===== src/rtl/gsr_pkg.sv =====
package gsr_pkg;
  // Strobes from control to datapath
  typedef struct packed {
    logic clrPhase;  // accepted rising edge: realign phase to zero
    logic divStart;  // in-range period measured: recompute increment
  } ctrlStrobes_t;
endpackage


===== src/rtl/gsr_edge_filter.sv =====
module gsr_edge_filter #(
  parameter int STABLE_CLKS = 8
) (
  input  logic clk,
  input  logic rst,
  input  logic rawIn,
  output logic riseAcc
);
  logic syncA, syncLvl;
  logic [STABLE_CLKS-1:0] hist;
  logic filtLvl;
  logic allHigh, allLow;

  assign allHigh = &hist;
  assign allLow  = ~|hist;
  assign riseAcc = allHigh & ~filtLvl;

  always_ff @(posedge clk) begin
    if (rst) begin
      syncA   <= 1'b0;
      syncLvl <= 1'b0;
      hist    <= '0;
      filtLvl <= 1'b0;
    end else begin
      syncA   <= rawIn;
      syncLvl <= syncA;
      hist    <= {hist[STABLE_CLKS-2:0], syncLvl};
      if (allHigh)
        filtLvl <= 1'b1;
      else if (allLow)
        filtLvl <= 1'b0;
    end
  end

  // an accepted rise needs the synchronised level high in the cycle before
  a_r2_rise_after_high: assert property (@(posedge clk) disable iff (rst)
    riseAcc |-> $past(syncLvl));
endmodule


===== src/rtl/gsr_ctrl.sv =====
module gsr_ctrl
  import gsr_pkg::*;
#(
  parameter int CNT_W     = 22,
  parameter int MIN_P     = 1800000,
  parameter int MAX_P     = 2200000,
  parameter int LOCK_RUNS = 3
) (
  input  logic           clk,
  input  logic           rst,
  input  logic           riseAcc,
  output ctrlStrobes_t   strobes,
  output logic [CNT_W:0] measPeriod,
  output logic           locked
);
  localparam int PW    = CNT_W + 1;
  localparam int RUN_W = $clog2(LOCK_RUNS + 1);

  logic [CNT_W-1:0] sinceRise;
  logic             havePrev;
  logic [RUN_W-1:0] validRun;
  logic             inRange;
  logic             overdue;

  assign measPeriod = {1'b0, sinceRise} + PW'(1);
  assign inRange    = (measPeriod >= PW'(MIN_P)) && (measPeriod <= PW'(MAX_P));
  assign overdue    = {1'b0, sinceRise} >= PW'(MAX_P);
  assign locked     = (validRun == RUN_W'(LOCK_RUNS));

  always_comb begin
    strobes.clrPhase = riseAcc;
    strobes.divStart = riseAcc & havePrev & inRange;
  end

  always_ff @(posedge clk) begin
    if (rst) begin
      sinceRise <= '0;
      havePrev  <= 1'b0;
      validRun  <= '0;
    end else begin
      if (riseAcc)
        sinceRise <= '0;
      else if (sinceRise != '1)
        sinceRise <= sinceRise + CNT_W'(1);

      if (riseAcc) begin
        havePrev <= 1'b1;
        if (havePrev) begin
          if (!inRange)
            validRun <= '0;
          else if (validRun != RUN_W'(LOCK_RUNS))
            validRun <= validRun + RUN_W'(1);
        end
      end else if (overdue) begin
        validRun <= '0;
      end
    end
  end

  // lock can only rise right after an in-range period was measured
  a_r7_lock_after_valid: assert property (@(posedge clk) disable iff (rst)
    $rose(locked) |-> $past(strobes.divStart));
endmodule


===== src/rtl/gsr_datapath.sv =====
module gsr_datapath
  import gsr_pkg::*;
#(
  parameter int PHASE_W    = 32,
  parameter int IDX_W      = 8,
  parameter int SINE_W     = 16,
  parameter int AMP_W      = 16,
  parameter int CNT_W      = 22,
  parameter int NOM_PERIOD = 2000000,
  parameter int MIN_P      = 1800000,
  parameter int MAX_P      = 2200000
) (
  input  logic                     clk,
  input  logic                     rst,
  input  ctrlStrobes_t             strobes,
  input  logic [CNT_W:0]           measPeriod,
  input  logic [AMP_W-1:0]         ampCmd,
  output logic signed [SINE_W-1:0] refCurrent
);
  localparam int DIV_W  = CNT_W + 1;
  localparam int STEPS  = PHASE_W + 1;
  localparam int STEP_W = $clog2(STEPS + 1);
  localparam int DEPTH  = 1 << IDX_W;
  localparam int PROD_W = SINE_W + AMP_W + 1;
  localparam logic [PHASE_W-1:0] NOM_INC = PHASE_W'((64'd1 << PHASE_W) / 64'(NOM_PERIOD));
  localparam logic [PHASE_W-1:0] INC_LO  = PHASE_W'((64'd1 << PHASE_W) / 64'(MAX_P));
  localparam logic [PHASE_W-1:0] INC_HI  = PHASE_W'((64'd1 << PHASE_W) / 64'(MIN_P));
  localparam real TWO_PI = 6.283185307179586;
  localparam real PEAK   = real'((1 << (SINE_W - 1)) - 1);

  // Serial restoring divider: 2^PHASE_W / measured period
  logic [DIV_W-1:0]  divisor, rem;
  logic [PHASE_W:0]  dvd, quot;
  logic [STEP_W-1:0] stepsLeft;
  logic              divBusy, divDone;
  logic [DIV_W:0]    trial;
  logic              fits;

  assign trial = {rem, dvd[PHASE_W]};
  assign fits  = trial >= {1'b0, divisor};

  always_ff @(posedge clk) begin
    if (rst) begin
      divisor   <= '0;
      rem       <= '0;
      dvd       <= '0;
      quot      <= '0;
      stepsLeft <= '0;
      divBusy   <= 1'b0;
      divDone   <= 1'b0;
    end else begin
      divDone <= 1'b0;
      if (strobes.divStart) begin
        divisor   <= measPeriod;
        rem       <= '0;
        dvd       <= {1'b1, {PHASE_W{1'b0}}};
        quot      <= '0;
        stepsLeft <= STEP_W'(STEPS);
        divBusy   <= 1'b1;
      end else if (divBusy) begin
        rem       <= fits ? DIV_W'(trial - {1'b0, divisor}) : trial[DIV_W-1:0];
        quot      <= {quot[PHASE_W-1:0], fits};
        dvd       <= {dvd[PHASE_W-1:0], 1'b0};
        stepsLeft <= stepsLeft - STEP_W'(1);
        if (stepsLeft == STEP_W'(1)) begin
          divBusy <= 1'b0;
          divDone <= 1'b1;
        end
      end
    end
  end

  // Increment register and phase accumulator
  logic [PHASE_W-1:0] incReg, phaseAcc;

  always_ff @(posedge clk) begin
    if (rst) begin
      incReg   <= NOM_INC;
      phaseAcc <= '0;
    end else begin
      if (divDone)
        incReg <= PHASE_W'(quot);
      if (strobes.clrPhase)
        phaseAcc <= '0;
      else
        phaseAcc <= phaseAcc + incReg;
    end
  end

  // Sine table computed at elaboration
  logic signed [SINE_W-1:0] romArr [DEPTH];
  for (genvar gi = 0; gi < DEPTH; gi++) begin : g_rom
    localparam real VAL  = PEAK * $sin(TWO_PI * real'(gi) / real'(DEPTH));
    localparam int  IVAL = (VAL >= 0.0) ? $rtoi(VAL + 0.5) : -$rtoi(0.5 - VAL);
    assign romArr[gi] = SINE_W'(IVAL);
  end

  logic signed [SINE_W-1:0] sineReg;
  logic signed [PROD_W-1:0] prod, scaled;

  assign prod   = sineReg * $signed({1'b0, ampCmd});
  assign scaled = prod >>> AMP_W;

  always_ff @(posedge clk) begin
    if (rst) begin
      sineReg    <= '0;
      refCurrent <= '0;
    end else begin
      sineReg    <= romArr[phaseAcc[PHASE_W-1 -: IDX_W]];
      refCurrent <= SINE_W'(scaled);
    end
  end

  // a finished division of an in-range period lands in the plausible band
  a_r4_inc_in_band: assert property (@(posedge clk) disable iff (rst)
    divDone |-> (PHASE_W'(quot) >= INC_LO) && (PHASE_W'(quot) <= INC_HI));
  // increment only moves after a completed division
  a_r5_inc_hold: assert property (@(posedge clk) disable iff (rst)
    !divDone |=> $stable(incReg));
  // zero amplitude gives zero reference
  a_r9_zero_amp: assert property (@(posedge clk) disable iff (rst)
    ($past(ampCmd) == '0) |-> (refCurrent == '0));
endmodule


===== src/rtl/grid_sine_ref.sv =====
module grid_sine_ref
  import gsr_pkg::*;
#(
  parameter int NOM_PERIOD  = 2000000,
  parameter int STABLE_CLKS = 8,
  parameter int LOCK_RUNS   = 3,
  parameter int PHASE_W     = 32,
  parameter int IDX_W       = 8,
  parameter int SINE_W      = 16,
  parameter int AMP_W       = 16
) (
  input  logic                     clk,
  input  logic                     rst,
  input  logic                     gridSqIn,
  input  logic [AMP_W-1:0]         ampCmd,
  output logic signed [SINE_W-1:0] refCurrent,
  output logic                     locked
);
  localparam int MIN_P = NOM_PERIOD - NOM_PERIOD / 10;
  localparam int MAX_P = NOM_PERIOD + NOM_PERIOD / 10;
  localparam int CNT_W = $clog2(MAX_P + 2);

  logic           riseAcc;
  ctrlStrobes_t   strobes;
  logic [CNT_W:0] measPeriod;

  gsr_edge_filter #(.STABLE_CLKS(STABLE_CLKS)) u_filter (
    .clk(clk), .rst(rst), .rawIn(gridSqIn), .riseAcc(riseAcc)
  );

  gsr_ctrl #(
    .CNT_W(CNT_W), .MIN_P(MIN_P), .MAX_P(MAX_P), .LOCK_RUNS(LOCK_RUNS)
  ) u_ctrl (
    .clk(clk), .rst(rst), .riseAcc(riseAcc), .strobes(strobes),
    .measPeriod(measPeriod), .locked(locked)
  );

  gsr_datapath #(
    .PHASE_W(PHASE_W), .IDX_W(IDX_W), .SINE_W(SINE_W), .AMP_W(AMP_W),
    .CNT_W(CNT_W), .NOM_PERIOD(NOM_PERIOD), .MIN_P(MIN_P), .MAX_P(MAX_P)
  ) u_dp (
    .clk(clk), .rst(rst), .strobes(strobes), .measPeriod(measPeriod),
    .ampCmd(ampCmd), .refCurrent(refCurrent)
  );
endmodule


===== config.mk =====
export PLATFORM = sky130hd
export DESIGN_NAME = grid_sine_ref
export DESIGN_NICKNAME = d
export VERILOG_FILES = /design/src/rtl/gsr_pkg.sv /design/src/rtl/gsr_edge_filter.sv /design/src/rtl/gsr_ctrl.sv /design/src/rtl/gsr_datapath.sv /design/src/rtl/grid_sine_ref.sv
export SDC_FILE = /design/constraint.sdc
export NUM_CORES = 1
export LEC_CHECK = 0
export BUFFER_PORTS_ARGS = -buffer_cell sky130_fd_sc_hd__buf_2
export CAP_MARGIN = 40
export CORE_MARGIN = 2
export CORE_UTILIZATION = 50
export CTS_BUF_LIST = sky130_fd_sc_hd__clkbuf_4
export DETAILED_ROUTE_END_ITERATION = 10
export PLACE_DENSITY_LB_ADDON = 0.15
export SLEW_MARGIN = 30
export SYNTH_ARGS = -nofsm -noshare
export SYNTH_HDL_FRONTEND = slang
export SYNTH_HIERARCHICAL = 1
export SYNTH_SLANG_ARGS = --single-unit

===== constraint.sdc =====
create_clock -name clk -period 7.2 [get_ports clk]
set_input_delay 0.36 -clock clk [delete_from_list [all_inputs] [get_ports clk]]
set_output_delay 0.36 -clock clk [all_outputs]
set_load 0.1 [all_outputs]

# Yosys cells after proc, flatten, opt, wreduce, memory -nomap -nowiden
# Memory sizes are Yosys's and may differ from the RTL's. A register that Yosys moved wholly into a read port is not among the register bits.
# Cells that the tools add are included.
# classes
n_reduce_logical,9
muxes,16
n_eq_ne,7
order_cmp,4
n_mul,1
n_addsub,6
n_bitwise,6
# ops
operator,count
2-to-1 mux 33 bit,2
adder 32 bit,1
multiplier 16 x 17 -> 32 bit,1
>= comparator 24 x 23 -> 1 bit,1
adder 22 x 1 -> 23 bit (second input constant),1
>= comparator 23 x 21 -> 1 bit (second input constant),1
<= comparator 23 x 22 -> 1 bit (second input constant),1
2-to-1 mux 23 bit,1
subtractor 23 bit,1
adder 22 x 1 -> 22 bit (second input constant),1
>= comparator 22 bit (second input constant),1
!= test 22 bit (second input constant),1
2-to-1 mux 6 bit,2
2-to-1 mux 2 bit,5
inverter 8 -> 9 bit,1
AND reduction 8 bit,1
OR reduction 8 bit,1
== test 6 x 1 -> 1 bit (second input constant),1
2-to-1 mux 1 bit,6
subtractor 6 x 1 -> 6 bit (second input constant),1
!= test 2 bit (second input constant),2
nonzero test 2 bit,2
OR reduction 2 bit,2
AND 1 bit,3
other kinds (8),9
# word_totals
rom_bits,4096
word_cells,68
in_bits,19
regBits,203
memories,1
output_inout_bits,17
# memory_table
memory,depth,width,read_ports,rd_clocked_by_memory_dff,wr,line_no,rtl
(no name shown),256,16,1,1,0,gsr_datapath.sv:109,sineReg <= romArr[phaseAcc[PHASE_W-1 -: IDX_W]];

# Longest topological paths before layout
# logic_depth
ltp_word,6
ltp_mapped,23
mapped_depth_nobuf,21

# Cells and area by module
# Netlist, hierarchy kept.
# by_module_without_submodules
module,area_each_um2,cells_each,instances
gsr_datapath,21370.5,2682,1
gsr_ctrl,1695.4,213,1
gsr_edge_filter,334.1,30,1

# Least setup slack after synthesis
# Ideal clock, no wire load.
# synth_path
path_kind,register to register
from,reg u_dp.sineReg[15]
to,reg u_dp.refCurrent[9]
t_arrival_ps,6355
slack_ps,783
path_buffers,1
stages_incl_launch_ff,21
synth_period_minus_slack_ps,6417
cell_sequence,dfxtp_1 > inv_1 > clkbuf_1 > nor2_1 > fa_1 > fa_1 > fa_1 > fa_1 > fa_1 > inv_1 > fa_1 > inv_1 > ha_1 > a21o_1 > a31o_1 > a2111oi_4 > nor2_2 > a221o_1 > a221o_1 > or4_1 > nand3_1
# synth_via
elab_chain_len,1
# synth_lines
item,line_no,rtl
start: declaration,gsr_datapath.sv:98,logic signed [SINE_W-1:0] sineReg;
multiplier 16 x 17 -> 32 bit,gsr_datapath.sv:101,"assign prod = sineReg * $signed({1'b0, ampCmd});"
end signal: assignment,gsr_datapath.sv:110,refCurrent <= SINE_W'(scaled);
end: declaration,gsr_datapath.sv:18,output logic signed [SINE_W-1:0] refCurrent
# Every way passes these cells.
# A chain may end at the register's enable or synchronous reset.

# Final worst setup path
# layout_path
from,reg u_dp.sineReg[3]
to,reg u_dp.refCurrent[9]
# The elaborated chain is that of the path after synthesis.

==> impl_summary.log <==
INFO  metric path_max_fanout = 16
INFO  metric tightest_slew = 887 ps
INFO  metric worst_hold_slack = ~450 ps
INFO  metric clock_latency = about 830 ps
INFO  metric achievable-frequency = around 150 MHz
INFO  metric num-fill-cells = 4487
INFO  metric tmin_final = ~6900 ps
INFO  metric cts-htree-levels = 2
INFO  metric die_w = 220 µm
INFO  metric ys.warnings.count = 6
INFO  metric largest_family_of_logic_cells_by_synthesized_area = adder cells
INFO  metric cp-end-kind = flop
INFO  metric cts_inserted_buffers = 60
INFO  metric via_per_inst = 5.95
INFO  metric critPathTopFamily = adder cells
INFO  metric crit_path_max_incr_delay = slightly below 800 ps
INFO  metric groute.usage.overall = 0.283
INFO  metric power-per-cell-area = 159 nW/µm²
INFO  metric floorplan.rows = 79
INFO  metric layout.cells.most_common = inv_1
INFO  metric synthToLayoutAreaGrowth = 5.45%
INFO  metric routabilityCongestion = 1.01
INFO  metric synthesis.nets = around 3300
INFO  metric p_leak = 10.9 nW
INFO  metric io_buffer_count = 35
INFO  metric grt_antenna_before_repair = 5
INFO  metric cap_viol_max_count = 0
INFO  metric setup_skew_after_layout = about 74 ps
INFO  metric drcViolationCount = 0
INFO  metric nets = roughly 3300
INFO  metric finish.cell_count_without_fillers = approximately 3500
INFO  metric grt_setup_unrepaired = no
INFO  metric synth-compound-area-share = 0.176
INFO  metric path_cells = nand2_1 -> fa_1 -> fa_1 -> fa_1 -> inv_1 -> fa_1 -> fa_1 -> inv_1 -> fa_1 -> inv_1 -> ha_1 -> a21oi_1 -> o21ai_0 -> a2111oi_4 -> nor2_2 -> a221o_1 -> a221o_1 -> or4_1 -> nand3_1
INFO  metric first_global_vias = about 20000
INFO  metric placed_cells = approximately 3400
INFO  metric routedWlPerCell = between 15 and 20 µm
INFO  metric drt_pass1_iterations = 6
INFO  metric timing.critical_path.depth = 19
INFO  metric timing.setup.tns = 0 ps
INFO  metric hold_end = u_filter/hist[0]$_SDFF_PP0_
INFO  metric cts_num_sinks = roughly 220
INFO  metric drive_above_1_share = 0.0742
INFO  metric synth_cells = 2925
INFO  metric min_path_cells = 1
INFO  metric detailedRoute.firstIterationViolations = between 1500 and 2000
INFO  metric clkTransAtPathRegs = 70 ps
INFO  metric floorplan.initialDensity = 0.505
INFO  metric ant_nets = 0
INFO  metric post_synth_instance_area = between 20000 and 25000 µm²
INFO  metric synth_enable_flop_cells = 0
INFO  metric finalHoldViolCount = 0
INFO  metric asyncSetResetFlopFracSynth = 0
INFO  metric grt_pass1_wl = around 110 mm
INFO  metric cts_setup_buffers = 0
INFO  metric crit_path_start_kind = flop
INFO  metric worstHoldPathType = reg2reg
INFO  metric r2r_slack = approximately 340 ps
INFO  metric cpMaxStageDelayCell = dfxtp_1
INFO  metric placeableCoreArea = 46400 µm²
INFO  metric dp.final_hpwl = approximately 50 mm
INFO  metric critPathArrivalTime = about 7600 ps
INFO  metric r2r_cells = 19
INFO  metric worstReg2RegEnd = u_dp/refCurrent[9]$_SDFF_PP0_
INFO  metric cp.required = between 7000 and 8000 ps
INFO  metric ctsLongestPathBuffers = 3
INFO  metric area_of_the_multi_input_gates = 17200 µm²
INFO  metric critical_path_buf_inv_count = 3
INFO  metric hp-start = u_filter/syncLvl$_SDFF_PP0_
INFO  metric timing.final.crit_share = 0.953
INFO  metric grt_overflow_total = 0
INFO  metric maxSlewViolCount = 0
INFO  metric worstReg2RegStart = u_dp/sineReg[3]$_SDFF_PP0_
INFO  metric worstSetupPathType = reg2reg
INFO  metric post_synth_num_cell_types = about 90
INFO  metric seqCellArea = roughly 4400 µm²
INFO  metric setup-violations-final = 0
INFO  metric synth-simple-area-share = 0.205
INFO  metric placedInstanceArea = 23900 µm²
INFO  metric critical-path-top-cell-by-count = fa_1
INFO  metric fp.dieArea = about 49000 µm²
INFO  metric synth-main-ff-cell = dfxtp_1
INFO  metric synth_sequential_area_ratio = 0.187
INFO  metric final_design_area_no_fill = approximately 25000 µm²
INFO  metric die-height = between 200 and 250 µm
INFO  metric tritoncts = yes
INFO  metric detail_route.wirelength = 68.8 mm
INFO  metric grt_max_degree = ~90
INFO  metric post_synth_mux_area_share = 0.0507
INFO  metric cts.root.buffer_cell = clkbuf_4
INFO  metric run_status = complete, no violations
INFO  metric average_footprint_of_a_synthesized_cell = about 8 µm²
INFO  metric synthXorXnorAreaFrac = 0.0295
INFO  metric boundaryPins = 36
INFO  metric vias = between 20000 and 25000
INFO  metric max-slew-margin-rel = 0.402
INFO  metric most_frequent_cells_in_the_layout = inv_1, nand2_1, nor2_1
INFO  metric ir_worst_vdd = between 300 and 400 µV
INFO  metric yosys_register_bits = ~220
INFO  metric synthAdderAreaFrac = 0.271
[cell usage after synthesis, drive strengths merged, types with 46 or more instances]
master  number  area [µm²]
o21ai      140         704
mux2i       95         951
dfxtp      219        4380
ha         194        2430
inv        303        1140
and2       132         826
fa         195        3900
nor2       282        1060
nor3        46         240
a21oi      184         921
clkbuf     146         548
nand3       64         338
nand2      297        1120
[state kept, by name, summed over array words and instances (netlist names), 8 cells and up]
signal / flops
u_ctrl/sinceRise: 22
u_dp/divisor: 23
u_dp/incReg: 32
u_dp/phaseAcc: 32
u_dp/quot: 32
u_dp/refCurrent: 16
u_dp/rem: 23
u_dp/sineReg: 16
u_filter/hist: 8
[area by class of cell]
| cell class | count | area share |
|---|---|---|
| multi-input cells | 2215 | 0.695 |
| flip-flops and latches | 219 | 0.178 |
| inverters | 304 | 0.0462 |
| well taps | 607 | 0.0308 |
| clock buffers | 81 | 0.0246 |
| repair buffers | 67 | 0.0196 |
| clock inverters | 25 | 0.00497 |
| diodes | 4 | 0.000406 |
[logic make-up after synthesis]
| kind of cell | after synthesis |
|---|---|
| AND/OR/NAND/NOR | 1004 |
| adder cells (fa/ha/maj) | 389 |
| flip-flops | 219 |
| buffers and inverters | 491 |
| multiplexers | 108 |
| XOR/XNOR | 78 |
| AO/OA/AOI/OAI | 636 |
[metrics by stage]
step	utilization	power [mW]	worst slack, ps
finish	0.532	3.92	337
floorplan	-	2.47	783
CTS	0.531	4.00	385
detailed placement	0.515	2.85	365
global placement	0.513	2.83	520
global route	0.532	4.22	122
[routing by layer]
metal	vias to the layer above	part of all wire	global-route usage
met2	905	0.46	0.457
met3	216	0.073	0.0491
met1	9948	0.42	0.373
met5	-	0.00019	0
met4	2	0.044	0.125
li1	9881	-	-
[timing repair]
| item | CTS | global route |
|---|---|---|
| setup endpoints to repair | 0 | 0 |
| gates resized for setup | 0 | 0 |
| hold buffers | 3 | 0 |
| hold endpoints to repair | 4 | 0 |
[power by group]
part           leakage (nW)  switching [mW]  internal [mW]  total [mW]
Combinational          8.68           0.969          0.538        1.51
Clock                 0.433           0.578          0.527        1.10
Sequential             1.78          0.0579           1.25        1.31
[how the worst max path moves through the flow]
| stage | slack [ps] | from | end |
|---|---|---|---|
| after floorplan | 780 | u_dp/sineReg[15]$_SDFF_PP0_ | u_dp/refCurrent[9]$_SDFF_PP0_ |
| after global placement | 520 | u_dp/sineReg[3]$_SDFF_PP0_ | u_dp/refCurrent[9]$_SDFF_PP0_ |
| after detailed placement | 360 | u_dp/sineReg[3]$_SDFF_PP0_ | u_dp/refCurrent[9]$_SDFF_PP0_ |
| after CTS | 380 | u_dp/sineReg[3]$_SDFF_PP0_ | u_dp/refCurrent[9]$_SDFF_PP0_ |
| after global routing | 120 | u_dp/sineReg[7]$_SDFF_PP0_ | u_dp/refCurrent[9]$_SDFF_PP0_ |
| final | 340 | u_dp/sineReg[3]$_SDFF_PP0_ | u_dp/refCurrent[9]$_SDFF_PP0_ |
Power figures use the tool's default switching activity.
